## src/rtl/audio_tx_pkg.sv

```systemverilog
// Shared types for the serial audio transmitter.
// Assumes: nothing beyond IEEE 1800-2017 packages.
package audio_tx_pkg;
    // Action the shifter performs on a drive strobe
    typedef enum logic [1:0] {
        ACT_QUIET = 2'd0,
        ACT_LOAD  = 2'd1,
        ACT_SHIFT = 2'd2
    } tx_act_e;

    // Slot sequencer state
    typedef enum logic [1:0] {
        S_IDLE  = 2'd0,
        S_WAIT  = 2'd1,
        S_SHIFT = 2'd2,
        S_HOLD  = 2'd3
    } tx_state_e;
endpackage

```

## src/rtl/audio_tx_fs_edge.sv

```systemverilog
// Frame-sync edge detector.
// Samples fsync on each drive strobe and flags rising/falling edges
// relative to the previous strobe's sample. Outputs are meaningful only
// while strobe is high. Assumes fsync is stable around each strobe.
module audio_tx_fs_edge (
    input  logic clk,
    input  logic rst_n,
    input  logic strobe,
    input  logic fsync,
    output logic rise,
    output logic fall
);
    logic fs_q;

    // Remember the frame-sync level seen at the last drive strobe
    always_ff @(posedge clk) begin
        if (!rst_n)      fs_q <= 1'b0;
        else if (strobe) fs_q <= fsync;
    end

    assign rise = fsync & ~fs_q;
    assign fall = ~fsync & fs_q;
endmodule

```

## src/rtl/audio_tx_slot_seq.sv

```systemverilog
// Slot and phase sequencer.
// Decides per drive strobe whether the shifter loads a new word, shifts,
// or stays quiet. Starts phases on frame-sync edges (rising always,
// falling only in dual-phase mode), applies the data delay, and counts
// words in the phase. Assumes word_end is high when the shifter's current
// bit is the last of its word.
module audio_tx_slot_seq
    import audio_tx_pkg::*;
#(
    parameter int FLEN_W = 7
) (
    input  logic              clk,
    input  logic              rst_n,
    input  logic              strobe,
    input  logic              rise,
    input  logic              fall,
    input  logic              enable,
    input  logic              cfg_dual,
    input  logic              cfg_delay,
    input  logic [FLEN_W-1:0] cfg_words,
    input  logic              word_end,
    output tx_act_e           act
);
    tx_state_e         st, st_n;
    logic [FLEN_W-1:0] words_left, wl_n;
    logic              phase_start;

    assign phase_start = (rise & enable) | (fall & cfg_dual & (st != S_IDLE));

    // Next-state and action decode for the current strobe
    always_comb begin
        st_n = st;
        wl_n = words_left;
        act  = ACT_QUIET;
        if (phase_start) begin
            wl_n = cfg_words;
            if (cfg_delay) begin
                st_n = S_WAIT;
            end else begin
                st_n = S_SHIFT;
                act  = ACT_LOAD;
            end
        end else if (rise) begin
            st_n = S_IDLE;
        end else begin
            unique case (st)
                S_WAIT: begin
                    act  = ACT_LOAD;
                    st_n = S_SHIFT;
                end
                S_SHIFT: begin
                    if (!word_end) begin
                        act = ACT_SHIFT;
                    end else if (words_left != '0) begin
                        act  = ACT_LOAD;
                        wl_n = words_left - 1'b1;
                    end else begin
                        st_n = S_HOLD;
                    end
                end
                default: ;
            endcase
        end
    end

    // Advance the sequencer on drive strobes only
    always_ff @(posedge clk) begin
        if (!rst_n) begin
            st         <= S_IDLE;
            words_left <= '0;
        end else if (strobe) begin
            st         <= st_n;
            words_left <= wl_n;
        end
    end

    // an idle transmitter stays idle until a rising frame edge
    a_r2_idle_until_frame: assert property (@(posedge clk) disable iff (!rst_n)
        (strobe && st == S_IDLE && !rise) |=> st == S_IDLE);
endmodule

```

## src/rtl/audio_tx_shifter.sv

```systemverilog
// Output shift register.
// Carries out the sequencer's action on each drive strobe: load a word
// (16-bit words are left-aligned), shift out the next bit MSB first, or
// drive quiet zeros. A missing word loads as zeros. Assumes act is valid
// whenever strobe is high.
module audio_tx_shifter
    import audio_tx_pkg::*;
#(
    parameter int WORD_W = 32,
    localparam int HALF_W = WORD_W / 2,
    localparam int CNT_W  = $clog2(WORD_W)
) (
    input  logic              clk,
    input  logic              rst_n,
    input  logic              strobe,
    input  tx_act_e           act,
    input  logic              cfg_wide,
    input  logic [WORD_W-1:0] word_data,
    input  logic              word_valid,
    output logic              sdata,
    output logic              sdata_en,
    output logic              word_end
);
    logic [WORD_W-1:0] shreg, src;
    logic [CNT_W-1:0]  bits_left;

    // Select and align the incoming word, zeros if none is available
    always_comb begin
        if (!word_valid)   src = '0;
        else if (cfg_wide) src = word_data;
        else               src = {word_data[HALF_W-1:0], {HALF_W{1'b0}}};
    end

    // Drive one bit per strobe according to the requested action
    always_ff @(posedge clk) begin
        if (!rst_n) begin
            shreg     <= '0;
            bits_left <= '0;
            sdata     <= 1'b0;
            sdata_en  <= 1'b0;
        end else if (strobe) begin
            unique case (act)
                ACT_LOAD: begin
                    sdata     <= src[WORD_W-1];
                    shreg     <= src << 1;
                    bits_left <= cfg_wide ? CNT_W'(WORD_W - 1) : CNT_W'(HALF_W - 1);
                    sdata_en  <= 1'b1;
                end
                ACT_SHIFT: begin
                    sdata     <= shreg[WORD_W-1];
                    shreg     <= shreg << 1;
                    bits_left <= bits_left - 1'b1;
                    sdata_en  <= 1'b1;
                end
                default: begin
                    sdata     <= 1'b0;
                    bits_left <= '0;
                    sdata_en  <= 1'b0;
                end
            endcase
        end
    end

    assign word_end = (bits_left == '0);

    // the line moves only on drive strobes
    a_r4_stable_between_strobes: assert property (@(posedge clk) disable iff (!rst_n)
        !strobe |=> ($stable(sdata) && $stable(sdata_en)));
endmodule

```

## src/rtl/audio_ser_tx.sv

```systemverilog
// Dual-phase audio serial transmitter, top level.
// Ties the frame-sync edge detector, slot sequencer and shifter together,
// generates the buffer pop, and keeps the sticky underrun flag.
// Assumes bclk_drive is a single-cycle strobe per bit-clock drive edge.
module audio_ser_tx
    import audio_tx_pkg::*;
#(
    parameter int WORD_W = 32,
    parameter int FLEN_W = 7
) (
    input  logic              clk,
    input  logic              rst_n,
    input  logic              bclk_drive,
    input  logic              fsync,
    input  logic              enable,
    input  logic              cfg_wide,
    input  logic              cfg_dual,
    input  logic              cfg_delay,
    input  logic [FLEN_W-1:0] cfg_words,
    input  logic [WORD_W-1:0] word_data,
    input  logic              word_valid,
    output logic              word_pop,
    output logic              sdata,
    output logic              sdata_en,
    output logic              underrun
);
    logic    fs_rise, fs_fall, word_end, slot_start;
    tx_act_e act;

    audio_tx_fs_edge u_edge (
        .clk    (clk),
        .rst_n  (rst_n),
        .strobe (bclk_drive),
        .fsync  (fsync),
        .rise   (fs_rise),
        .fall   (fs_fall)
    );

    audio_tx_slot_seq #(.FLEN_W(FLEN_W)) u_seq (
        .clk       (clk),
        .rst_n     (rst_n),
        .strobe    (bclk_drive),
        .rise      (fs_rise),
        .fall      (fs_fall),
        .enable    (enable),
        .cfg_dual  (cfg_dual),
        .cfg_delay (cfg_delay),
        .cfg_words (cfg_words),
        .word_end  (word_end),
        .act       (act)
    );

    audio_tx_shifter #(.WORD_W(WORD_W)) u_shift (
        .clk        (clk),
        .rst_n      (rst_n),
        .strobe     (bclk_drive),
        .act        (act),
        .cfg_wide   (cfg_wide),
        .word_data  (word_data),
        .word_valid (word_valid),
        .sdata      (sdata),
        .sdata_en   (sdata_en),
        .word_end   (word_end)
    );

    assign slot_start = bclk_drive && (act == ACT_LOAD);
    assign word_pop   = slot_start && word_valid;

    // Record any slot that started without a word
    always_ff @(posedge clk) begin
        if (!rst_n)                        underrun <= 1'b0;
        else if (slot_start && !word_valid) underrun <= 1'b1;
    end

    // underrun never clears once set
    a_r9_underrun_sticky: assert property (@(posedge clk) disable iff (!rst_n)
        underrun |=> underrun);
    // an empty slot start raises the flag
    a_r9_empty_slot_flags: assert property (@(posedge clk) disable iff (!rst_n)
        (slot_start && !word_valid) |=> underrun);
    // a popped word is driven on the line next cycle
    a_r10_pop_drives: assert property (@(posedge clk) disable iff (!rst_n)
        word_pop |=> sdata_en);
endmodule

```

## config.mk

```make
export PLATFORM = sky130hd
export DESIGN_NAME = audio_ser_tx
export DESIGN_NICKNAME = d
export VERILOG_FILES = /design/src/rtl/audio_tx_pkg.sv /design/src/rtl/audio_tx_fs_edge.sv /design/src/rtl/audio_tx_slot_seq.sv /design/src/rtl/audio_tx_shifter.sv /design/src/rtl/audio_ser_tx.sv
export SDC_FILE = /design/constraint.sdc
export NUM_CORES = 1
export LEC_CHECK = 0
export ABC_AREA = 0
export CORE_MARGIN = 4
export CORE_UTILIZATION = 25
export DETAILED_ROUTE_END_ITERATION = 8
export PLACE_DENSITY = 0.56
export SYNTH_ARGS = -nofsm -noshare
export SYNTH_HDL_FRONTEND = slang
export SYNTH_SLANG_ARGS = --single-unit
```

## constraint.sdc

```tcl
create_clock -name clk -period 3.15 [get_ports clk]
set_input_delay 0.63 -clock clk [delete_from_list [all_inputs] [get_ports clk]]
set_output_delay 0.63 -clock clk [all_outputs]
set_load 0.005 [all_outputs]
```

==> results_tabular.tex <==
\begin{tabular}{lr}
\hline
Metric & Value \\
\hline
\multicolumn{2}{l}{\textbf{Finish}} \\
\quad Count of non-filler cells in the finished layout & 496 \\
\quad Final-layout fill cell count & 1,044 \\
\quad Share of cells above drive strength 1 & 17.63\% \\
\quad Total area of multi-input combinational cells & 1523 sq um \\
\quad Final Core Density & 35.78\% \\
\quad Non-Filler Cell Area, Final & 3546 sq um \\
\quad Sequential cell area & 983.4 sq um \\
\quad Area grow syn2layout & 37.17\% \\
\quad Final-stage net count & 418 \\
\quad Diode insertion count for antenna repair & 0 \\
\multicolumn{2}{l}{\textbf{Die}} \\
\quad I/O pin cnt & 52 \\
\quad Die W & 109.7 um \\
\quad Die outline height & about 110 um \\
\quad Die area & between 10,000 and 15,000 sq um \\
\quad Starting density of the core & 26.09\% \\
\quad Count of standard-cell rows & 36 \\
\quad Placeable core region & 9910 sq um \\
\multicolumn{2}{l}{\textbf{Synthesis}} \\
\quad Xor and xnor fraction of the mapped netlist area & 0.3388\% \\
\quad Synthesized-area fraction occupied by ao, oa, aoi and oai cells & 22.27\% \\
\quad Most area-hungry cell type in the Yosys netlist & sky130\_fd\_sc\_hd\_\_dfxtp\_1 \\
\quad Cell count after synthesis & 305 \\
\quad Simple-gate share of the synthesized area & 22.17\% \\
\quad Synthesis Warnings & 0 \\
\quad Syn avg cell area & 8.475 sq um \\
\quad Adder and majority gate portion of the synthesized area & under 10\% \\
\quad Number of distinct library cell variants in the gate-level netlist after synthesis & 47 \\
\quad Net count after synthesis & around 360 \\
\quad Sequential-to-total area share from yosys stat & between 30 and 40\% \\
\quad Combinational family with the most area after synthesis & compound AO/OA/AOI/OAI gates \\
\quad Fraction of synthesized cell area taken by the top area cell type & 37.95\% \\
\quad Number of synthesized register bits & 49 \\
\quad FFs w/ async S/R, synth & 0\% \\
\quad Synth cell count leaders & sky130\_fd\_sc\_hd\_\_dfxtp\_1, sky130\_fd\_sc\_hd\_\_nor2\_1, sky130\_fd\_sc\_hd\_\_nor3\_1 \\
\quad Top cells by area in the synthesized netlist & sky130\_fd\_sc\_hd\_\_dfxtp\_1, sky130\_fd\_sc\_hd\_\_a221oi\_1, sky130\_fd\_sc\_hd\_\_mux2\_2 \\
\quad Mux contribution to synthesized area & under 10\% \\
\quad Number of enable-type register cells in the synthesized netlist & 0 \\
\quad Post-synthesis cell area & about 2600 sq um \\
\quad Flip-flop cell with the highest count after synthesis & sky130\_fd\_sc\_hd\_\_dfxtp\_1 \\
\multicolumn{2}{l}{\textbf{Clocking}} \\
\quad CTS Buffer Depth & 2 \\
\quad TritonCTS sink count & 49 \\
\quad Clock-pin slew reported for the worst setup and hold paths after clock tree synthesis & about 100 ps \\
\quad CTS tree & yes \\
\quad Clock Latency Late Sink & 300 ps \\
\quad \# H-tree levels & 2 \\
\quad Clock buffer count from CTS & 5 \\
\quad Clk root buf & sky130\_fd\_sc\_hd\_\_clkbuf\_8 \\
\quad Number of buffers inserted by hold repair at cts & 0 \\
\multicolumn{2}{l}{\textbf{Timing}} \\
\quad Max transition margin & 53.29\% \\
\quad Setup repair after global routing missed its margin & true \\
\quad Pins Over Slew Limit & 0 \\
\quad Min Tclk post-route & around 3100 ps \\
\quad Worst hold margin & 459.2 ps \\
\quad Final setup margin & around 92 ps \\
\quad Clock skew after layout & 9.352 ps \\
\quad Final hold violations & 0 \\
\quad Maximum achievable frequency & roughly 330 MHz \\
\quad Setup violation total in the final timing report & 0 \\
\quad Fin crit share & 97.06\% \\
\quad Setup tns final & 0 ps \\
\quad Least-Margin Pin Slew & 697.4 ps \\
\multicolumn{2}{l}{\textbf{Routing}} \\
\quad Count of nets left with antenna violations after detail routing & 0 \\
\quad Count of routing violations after the opening detailed-route iteration & 123 \\
\quad Via density per instance & 4.923 \\
\quad DRC errors left & 0 \\
\quad Via count & 2,442 \\
\quad Total wire length & 7.421 mm \\
\quad Routed wire length per instance & 14.96 um \\
\quad Drt first pass iters & 4 \\
\multicolumn{2}{l}{\textbf{Worst setup path}} \\
\quad Classification of the worst setup path & register to output pin \\
\quad Register-to-Register Path Depth & 13 \\
\quad Top fanout value on the critical path & 2 \\
\quad CP Launch Type & register \\
\quad Type of destination of the critical path & output pin \\
\quad Data arrival time of the critical path & 2430 ps \\
\quad Crit path required time & $\sim$2500 ps \\
\multicolumn{2}{l}{\textbf{GRT}} \\
\quad Initial antenna violation count & 0 \\
\quad Number of global-route vias before repair & roughly 2,300 \\
\quad Wire length of the first global-routing pass & 11.48 mm \\
\quad Total grt overflow & 0 \\
\quad Maximum number of pins on one net before global-route repair & 39 \\
\quad Overall fraction of global-route tracks in use & 11.99\% \\
\multicolumn{2}{l}{\textbf{Place}} \\
\quad Routability-driven placement congestion ratio & 0.7713 \\
\quad Worst slack at placement & -252.0 ps \\
\quad Placed standard-cell area & 3358 sq um \\
\quad Port-buffer cells & 51 \\
\quad Placed cells & $\sim$490 \\
\quad Half-perimeter wire length after detailed placement & a little over 5 mm \\
\multicolumn{2}{l}{\textbf{Hold path}} \\
\quad Worst hold stages & 2 \\
\quad HP Class & register to register \\
\multicolumn{2}{l}{\textbf{Run status}} \\
\quad Result of the run & completed \\
\multicolumn{2}{l}{\textbf{Power and ir drop}} \\
\quad Largest voltage drop on the vdd net & roughly 0.16 mV \\
\quad Total leakage power & 1.264 nW \\
\quad Power Dens Cells & 389.4 nW/um\^{}2 \\
\quad Total power & 1.381 mW \\
\multicolumn{2}{l}{\textbf{Flow run}} \\
\quad Number of max-capacitance violations reported & 0 \\
\hline
\end{tabular}
-- placed cells by master (no fill, tap or decap), types with 4 or more instances in the layout --
cell type / synthesis / layout
sky130_fd_sc_hd__ha_1: 8 / 5
sky130_fd_sc_hd__clkdlybuf4s50_1: 0 / 50
sky130_fd_sc_hd__nand2_1: 16 / 16
sky130_fd_sc_hd__nor2_1: 49 / 48
sky130_fd_sc_hd__buf_12: 0 / 4
sky130_fd_sc_hd__o21ai_0: 5 / 5
sky130_fd_sc_hd__inv_1: 9 / 7
sky130_fd_sc_hd__nand3_1: 4 / 4
sky130_fd_sc_hd__dfxtp_1: 49 / 47
sky130_fd_sc_hd__mux2_2: 17 / 17
sky130_fd_sc_hd__a221oi_1: 30 / 29
sky130_fd_sc_hd__clkbuf_8: 0 / 5
sky130_fd_sc_hd__nor3_1: 33 / 33
sky130_fd_sc_hd__a21oi_1: 13 / 13
sky130_fd_sc_hd__buf_4: 0 / 17
-- worst max-delay path: stages, from the launching register on --
cell	delay (ps)
sky130_fd_sc_hd__dfxtp_2	330
sky130_fd_sc_hd__inv_2	60
sky130_fd_sc_hd__ha_4	120
sky130_fd_sc_hd__or3b_4	370
sky130_fd_sc_hd__or4_4	430
sky130_fd_sc_hd__a31oi_1	160
sky130_fd_sc_hd__o22a_1	190
sky130_fd_sc_hd__inv_2	50
sky130_fd_sc_hd__ha_4	150
sky130_fd_sc_hd__and3_4	160
sky130_fd_sc_hd__buf_6	110
-- logic make-up after synthesis --
logic type      count (synthesis)
simple gates                  120
buf+inv                        34
flops                          49
mux                            19
compound gates                 74
xor+xnor                        1
fa+ha+maj                       8
-- area by class of cell --
cell class	count	area share [%]
timing repair buffer	73	21.00
clock buffer	6	2.047
clock inverter	2	0.4234
tap	133	4.693
inverter	11	1.164
multi-input combinational	222	42.94
sequential	49	27.73
-- layer usage --
layer,track usage [%],routed length [um],vias up
met1,17.04,3696,1161
met3,2.760,248,8
met4,3.651,97,0
met5,0,0,-
met2,17.96,3378,35
li1,-,-,1238
-- sequential cells by signal, summed over array words and instances (netlist names) --
register and cells:
u_shift.sdata_en 1, u_seq.words_left 7, u_shift.shreg 31, u_edge.fs_q 1, u_shift.sdata 1, u_shift.bits_left 5
underrun 1, u_seq.st 2
-- timing repair --
action,in CTS,in global routing
setup buffers,1,0
gates resized for setup,6,15
pin swaps,2,1
gates cloned,0,1
endpoints found under the setup margin,3,31
hold endpoints to repair,0,0
-- path summary, 6_finish.rpt --
kind                                     from  slack, ps                       endpoint
max          u_seq.words_left[1]$_SDFFE_PN0P_         90                       word_pop
min             u_shift.shreg[1]$_SDFFE_PN0P_        460  u_shift.shreg[1]$_SDFFE_PN0P_
max reg2reg  u_seq.words_left[1]$_SDFFE_PN0P_        230  u_shift.shreg[8]$_SDFFE_PN0P_
min reg2reg     u_shift.shreg[1]$_SDFFE_PN0P_        460  u_shift.shreg[1]$_SDFFE_PN0P_
-- report_power, final --
| part | total, mW | internal, mW | switching, mW |
|---|---|---|---|
| Sequential | 0.676 | 0.654 | 0.0220 |
| Combinational | 0.331 | 0.178 | 0.152 |
| Clock | 0.374 | 0.157 | 0.217 |
No activity file was read; power rests on OpenSTA's default activity.
